[config.mk]
export PLATFORM = sky130hd
export DESIGN_NAME = baud16_gen
export DESIGN_NICKNAME = d
export VERILOG_FILES = /design/src/rtl/baud16_pkg.sv /design/src/rtl/baud16_div_cnt.sv /design/src/rtl/baud16_phase.sv /design/src/rtl/baud16_gen.sv
export SDC_FILE = /design/constraint.sdc
export NUM_CORES = 1
export LEC_CHECK = 0
export BUFFER_PORTS_ARGS = -buffer_cell sky130_fd_sc_hd__buf_2
export CAP_MARGIN = 5
export CORE_AREA = 3 3 76 78
export CTS_CLUSTER_DIAMETER = 150
export CTS_CLUSTER_SIZE = 10
export DETAILED_ROUTE_END_ITERATION = 7
export DIE_AREA = 0 0 79 81
export GPL_ROUTABILITY_DRIVEN = 1
export SLEW_MARGIN = 20
export SYNTH_ARGS = -nofsm -noshare
export SYNTH_HDL_FRONTEND = slang
export SYNTH_SLANG_ARGS = --single-unit
export TNS_END_PERCENT = 1
[constraint.sdc]
create_clock -name clk_i -period 4.4 [get_ports clk_i]
set_clock_uncertainty 0.15 [all_clocks]
set_input_delay 0.66 -clock clk_i [delete_from_list [all_inputs] [get_ports clk_i]]
set_output_delay 0.66 -clock clk_i [all_outputs]
set_load 0.03 [all_outputs]
[src/rtl/baud16_pkg.sv]
package baud16_pkg;
  localparam int unsigned DIV_W_DFLT    = 16;
  localparam int unsigned OS_RATIO_DFLT = 16;

  typedef struct packed {
    logic os_en;
    logic bit_tick;
  } baud_strobe_t;
endpackage

[src/rtl/baud16_div_cnt.sv]
module baud16_div_cnt #(
  parameter int unsigned DIV_W   = 16,
  parameter int unsigned DIV_RST = 1
) (
  input  logic             clk_i,
  input  logic             rst_ni,
  input  logic [DIV_W-1:0] div_val_i,
  input  logic             div_load_i,
  output logic             os_en_o
);
  localparam logic [DIV_W-1:0] ONE_D = DIV_W'(1);
  localparam logic [DIV_W-1:0] RST_D = DIV_W'(DIV_RST);

  logic [DIV_W-1:0] div_q, div_d;
  logic [DIV_W-1:0] cnt_q, cnt_d;
  logic [DIV_W-1:0] eff_div;
  logic             hit;
  logic             en_q, en_d;

  // a zero divisor is clamped to one so the enable never stops
  always_comb begin
    eff_div = (div_q == '0) ? ONE_D : div_q;
    hit     = (cnt_q == eff_div - ONE_D);
  end

  always_comb begin
    div_d = div_q;
    cnt_d = cnt_q;
    en_d  = 1'b0;
    if (div_load_i) begin
      div_d = div_val_i;
      cnt_d = '0;
    end else if (hit) begin
      cnt_d = '0;
      en_d  = 1'b1;
    end else begin
      cnt_d = cnt_q + ONE_D;
    end
  end

  always_ff @(posedge clk_i or negedge rst_ni) begin
    if (!rst_ni) begin
      div_q <= RST_D;
      cnt_q <= '0;
      en_q  <= 1'b0;
    end else begin
      div_q <= div_d;
      cnt_q <= cnt_d;
      en_q  <= en_d;
    end
  end

  assign os_en_o = en_q;

  p_load_quiet_r3: assert property (@(posedge clk_i) disable iff (!rst_ni)
    div_load_i |=> !os_en_o)
    else $error("p_load_quiet_r3");

  p_gap_r2: assert property (@(posedge clk_i) disable iff (!rst_ni)
    (os_en_o && eff_div > ONE_D && !div_load_i) |=> !os_en_o)
    else $error("p_gap_r2");

  p_div1_every_r5: assert property (@(posedge clk_i) disable iff (!rst_ni)
    (div_q == ONE_D && !div_load_i) |=> os_en_o)
    else $error("p_div1_every_r5");

  p_zero_as_one_r4: assert property (@(posedge clk_i) disable iff (!rst_ni)
    (div_q == '0 && !div_load_i) |=> os_en_o)
    else $error("p_zero_as_one_r4");

  p_reset_quiet_r7: assert property (@(posedge clk_i)
    !rst_ni |-> !os_en_o)
    else $error("p_reset_quiet_r7");
endmodule

[src/rtl/baud16_phase.sv]
module baud16_phase #(
  parameter int unsigned OS_RATIO = 16
) (
  input  logic clk_i,
  input  logic rst_ni,
  input  logic en_i,
  output logic tick_o
);
  localparam int unsigned PH_W = (OS_RATIO > 1) ? $clog2(OS_RATIO) : 1;
  localparam logic [PH_W-1:0] LAST = PH_W'(OS_RATIO - 1);

  logic [PH_W-1:0] ph_q, ph_d;
  logic            at_last;

  assign at_last = (ph_q == LAST);

  generate
    if ((1 << PH_W) == OS_RATIO) begin : g_pow2
      always_comb ph_d = en_i ? ph_q + PH_W'(1) : ph_q;
    end else begin : g_wrap
      always_comb begin
        ph_d = ph_q;
        if (en_i) ph_d = at_last ? '0 : ph_q + PH_W'(1);
      end
    end
  endgenerate

  always_ff @(posedge clk_i or negedge rst_ni) begin
    if (!rst_ni) ph_q <= '0;
    else         ph_q <= ph_d;
  end

  assign tick_o = en_i && at_last;

  p_tick_needs_en_r6: assert property (@(posedge clk_i) disable iff (!rst_ni)
    tick_o |-> en_i)
    else $error("p_tick_needs_en_r6");

  p_tick_gap_r6: assert property (@(posedge clk_i) disable iff (!rst_ni)
    tick_o |=> !tick_o)
    else $error("p_tick_gap_r6");
endmodule

[src/rtl/baud16_gen.sv]
module baud16_gen
  import baud16_pkg::*;
#(
  parameter int unsigned DIV_W    = DIV_W_DFLT,
  parameter int unsigned OS_RATIO = OS_RATIO_DFLT,
  parameter int unsigned DIV_RST  = 1
) (
  input  logic             clk_i,
  input  logic             rst_ni,
  input  logic [DIV_W-1:0] div_val_i,
  input  logic             div_load_i,
  output logic             os_en_o,
  output logic             bit_tick_o
);
  baud_strobe_t strb;

  baud16_div_cnt #(.DIV_W(DIV_W), .DIV_RST(DIV_RST)) u_div (
    .clk_i      (clk_i),
    .rst_ni     (rst_ni),
    .div_val_i  (div_val_i),
    .div_load_i (div_load_i),
    .os_en_o    (strb.os_en)
  );

  baud16_phase #(.OS_RATIO(OS_RATIO)) u_phase (
    .clk_i  (clk_i),
    .rst_ni (rst_ni),
    .en_i   (strb.os_en),
    .tick_o (strb.bit_tick)
  );

  assign os_en_o    = strb.os_en;
  assign bit_tick_o = strb.bit_tick;

  p_reset_tick_r7: assert property (@(posedge clk_i)
    !rst_ni |-> !bit_tick_o)
    else $error("p_reset_tick_r7");
endmodule

# After elaboration in Yosys (flattened, before gate mapping)
# Index checks and enable logic that the tools add are counted.
dict set report op_classes {
  add_sub_neg 3
  multipliers 0
  div 0
  n_lt_le_gt_ge 0
  eq_ne 2
  n_shift 0
  muxes 5
  bitwise_logic 0
  n_reduce_logical 2
}
# op count
set ops {}
lappend ops {{2-to-1 mux 16 bit} 3}
lappend ops {{adder 16 x 1 -> 16 bit (second input constant)} 1}
lappend ops {{equality test 16 bit} 1}
lappend ops {{zero test 16 bit} 1}
lappend ops {{subtractor 16 x 1 -> 16 bit (second input constant)} 1}
lappend ops {{adder 4 x 1 -> 4 bit (second input constant)} 1}
lappend ops {{equality test 4 bit (second input constant)} 1}
lappend ops {{2-to-1 mux 1 bit} 2}
lappend ops {{logical AND 1 bit} 1}
dict set report totals {
  register_bits 37
  latch_bits 0
  ram_bits 0
  mem_bits_ro 0
  output_inout_bits 2
  wordCells 16
  memories 0
}

# Longest topological paths before layout
dict set report depth {
  ltp_word 6
  ltp_mapped 14
  ltp_nobuf 10
}

# Cells and area by module
# Synthesis repeated with hierarchy kept, for this count alone.
dict set report hier_totals {
  hier_cells 217
  area_unflattened_um2 2242.2
}
# module n_inst cells_per_inst area_each_um2 seq_area_each_um2
set modules_own_cells {}
lappend modules_own_cells {baud16_div_cnt 1 204 2074.5 827.0}
lappend modules_own_cells {baud16_phase 1 13 167.7 100.1}

# Worst setup path after synthesis
# OpenSTA, ideal clock, no wires.
dict set report synth_timing {
  kind {flip-flop to flip-flop}
  start {register u_div.div_q[4]}
  end {register u_div.cnt_q[10]}
  setup_ns 0.138
  t_arrival_ns 3.240
  slack_ns 0.872
  path_stages_with_launch 15
  cell_sequence {dfrtp_1 > buf_6 > or4_4 > buf_6 > nor3_4 > a31oi_1 > ha_1 > or3b_2 > clkbuf_1 > nand4_1 > a31oi_1 > o221ai_1 > a2111oi_4 > buf_6 > a211oi_1}
}
dict set report synth_via {
  elab_chain_cells 6
}
# element line_no
set synth_lines {}
lappend synth_lines {{start: declaration} baud16_div_cnt.sv:14} ;# logic [DIV_W-1:0] div_q, div_d;
lappend synth_lines {{start signal: assignment} baud16_div_cnt.sv:47} ;# div_q <= div_d;
lappend synth_lines {{zero test 16 bit} baud16_div_cnt.sv:22} ;# eff_div = (div_q == '0) ? ONE_D : div_q;
lappend synth_lines {{2-to-1 mux 16 bit (*)} baud16_div_cnt.sv:22}
lappend synth_lines {{subtractor 16 x 1 -> 16 bit (*)} baud16_div_cnt.sv:23} ;# hit = (cnt_q == eff_div - ONE_D);
lappend synth_lines {{equality test 16 bit (*)} baud16_div_cnt.sv:23}
lappend synth_lines {{2-to-1 mux 16 bit (*)} baud16_div_cnt.sv:33} ;# end else if (hit) begin
lappend synth_lines {{2-to-1 mux 16 bit (*)} baud16_div_cnt.sv:30} ;# if (div_load_i) begin
lappend synth_lines {{via u_div.cnt_d[10]} baud16_div_cnt.sv:15} ;# logic [DIV_W-1:0] cnt_q, cnt_d;
lappend synth_lines {{end signal: assignment} baud16_div_cnt.sv:48} ;# cnt_q <= cnt_d;
lappend synth_lines {{end: declaration} baud16_div_cnt.sv:15}
# The timed path passes the listed nets; every way through them passes the cells marked *.
# A chain may end at the register's enable or synchronous reset.

# Worst setup path in the final report
dict set report layout_timing {
  start {register u_div.div_q[4]}
  end {register u_div.cnt_q[6]}
}
# Same word-level chain as after synthesis.

==> results.cfg <==
[run_status]
outcome = complete, no violations

[worst_setup_path]
start_kind = flop
cp.arrival_ps = 3620
path_max_fanout = 17
required_ps = 4380
path_class = flop to flop
end_kind = flop

[grt]
grtUsageTotal_pct = 16.4
grt_first_pass_wirelength_mm = 8.17
grt_overflow = 0
grt_max_degree = 38
antenna_found_initial = 0
first_global_vias = 1627

[worst_hold_path]
min-delay-path-class = primary input to async pin

[power_and_ir_drop]
leakage_nw = 0.993
power_mw = 0.802
power.density_nw_per_um2 = 315
peakVddDrop_v = 0.000144

[route]
ant_nets = 0
wl_per_cell_um = 16.1
via_count = 1675
firstDrtPassIters = 4
drtIter0Drc = 62
drc_errors = 0
wl_mm = 4.89
via_per_inst = 5.51

[cts]
cts_max_level = 2
ctsRootBufferMaster = clkbuf_8
holdBufCountCts = 0
cts_tree = done
cts_resized = 0
path_clk_slew_ps = 80
clock_latency_ps = 290
cts_setup_buffers = 0
numCtsBuffers = 5
cts_max_path_buffers = 2
cts.sinks = 37

[placement]
post_dp_cell_area_um2 = 2430
gp_congestion = 0.847
portBuffers = 20
dpl.hpwl_mm = 3.33

[yosys]
synth_async_sr_flop_share_pct = 100
synth-xor-area-share_pct = 12.6
synthesis.area_um2 = 2300
synth_cell_types = 50
syn_inst = 215
synth-simple-area-share_pct = 19.2
synth_top_family_by_area = simple AND/OR/NAND/NOR gates
synth.area.top_cells = dfrtp_1, mux2_2, xnor2_1
synth_mux_area_share_pct = 9.14
synth_edf_count = 0
synth_seq_cells = 37
synth_compound_area_share_pct = 13.5
synth_top_cell_by_area = dfrtp_1
synth_commonest_cells = dfrtp_1, xnor2_1, mux2_2
synth_warnings = 0
synthAdderAreaFrac_pct = 1.63
syn_nets = 237
avgSynthCellArea_um2 = 10.7
synth_seq_area_share_pct = 40.3
yosys_most_used_dff = dfrtp_1
yosysMostFrequentCell = dfrtp_1
netlist.area_leader.share_pct = 39.2

[floorplanning]
fp.dieArea_um2 = 6400
row_count = 26
start_util_pct = 44.8
die_w_um = 79
core_area_um2 = 5140
die_y_um = 81
ios = 21

[timing]
grt_setup_unrepaired = no
fmax_mhz = 275
finalCritPeriodShare_pct = 82.7
finalMaxSlewViolations = 0
slew_headroom_pct = 45.5
fin_tns_setup_ps = 0
final-setup-viol-count = 0
min_period_ps = 3640
hold_viol_final = 0
tightest_slew_ps = 818

[cells_and_area]
final_nets = 255
drive_gt1_share_pct = 23.5
area_growth_pct = 10.7
fillers = 473
diodes = 0
final_cell_area_um2 = 2550

[flow_run]
drv_cap = 0
-- logic make-up after synthesis --
| kind of cell | Yosys count |
|---|---|
| flops | 37 |
| xor+xnor | 33 |
| mux | 19 |
| buf+inv | 14 |
| fa+ha+maj | 3 |
| compound gates | 41 |
| simple gates | 68 |
-- worst max-delay path, cell delays in order, from the launching register on --
cell,delay [ps]
dfrtp_1,470
or4_4,630
nor3_4,240
a31oi_1,150
ha_1,270
or3b_2,270
nand4_1,110
a31oi_1,200
o221ai_1,220
a2111oi_4,370
buf_4,290
a211oi_1,100
-- through the flow --
stage | hold slack, ps | setup slack [ps] | instances | utilization [%]
after global routing | 349 | 543 | 304 | 49.6
after detailed placement | 316 | 857 | 296 | 47.3
after global placement | 320 | 942 | 296 | 47.3
after CTS | 332 | 822 | 304 | 49.6
final | 304 | 762 | 304 | 49.6
after floorplan | 214 | 872 | 215 | -
-- per-layer routing --
layer	wire length (µm)	global-route usage [%]
met2	2270	25.9
met3	170	3.10
met5	0	0
met4	59	4.98
met1	2390	22.7
-- registers in the layout (all words and copies together), names as in the netlist --
signal,flops
u_div.cnt_q,16
u_div.div_q,16
u_div.os_en_o,1
u_phase.ph_q,4
-- path summary, 6_finish.rpt --
| kind | cells after the start | from | slack, ps | to |
|---|---|---|---|---|
| min | 1 | rst_ni | 300 | u_div.div_q[2]$_DFFE_PN0P_ |
| min in group clk_i | 1 | u_phase.ph_q[3]$_DFFE_PN0P_ | 330 | u_phase.ph_q[3]$_DFFE_PN0P_ |
| max | 11 | u_div.div_q[4]$_DFFE_PN0P_ | 760 | u_div.cnt_q[6]$_DFF_PN0_ |
| max reg2reg | 11 | u_div.div_q[4]$_DFFE_PN0P_ | 760 | u_div.cnt_q[6]$_DFF_PN0_ |
| min reg2reg | 1 | u_phase.ph_q[3]$_DFFE_PN0P_ | 330 | u_phase.ph_q[3]$_DFFE_PN0P_ |
| max in group asynchronous | 1 | rst_ni | 3260 | u_div.div_q[7]$_DFFE_PN0P_ |
-- cell type report --
class                   instances  area, µm²  share of cell area (%)
multi-input cells             164       1290                    50.6
flip-flops and latches         37        927                    36.4
repair buffers                 22        115                    4.52
well taps                      70       87.6                    3.44
clock buffers                   7       86.3                    3.39
clock inverters                 1       30.0                    1.18
inverters                       3       11.3                   0.442
-- cell usage in the layout (no fill, tap or decap), drive strengths merged, types with 4 or more instances in the layout --
cell type   n
nor4        6
a211oi     16
nor3b       4
o21ai       7
a31oi       5
dfrtp      36
nor3        7
xnor2      19
nand2       6
nand3      10
xor2       14
nand4       5
buf        22
mux2       16
clkbuf      7
nor2        9
-- report_power, final --
part	switching (mW)	internal, mW	leakage, nW	total, mW
combinational	0.0552	0.0513	0.457	0.106
clock	0.122	0.185	0.0585	0.307
sequential	0.0309	0.357	0.477	0.388
total	0.208	0.594	0.993	0.802
Note: power is estimated with default switching activity, not from simulation.
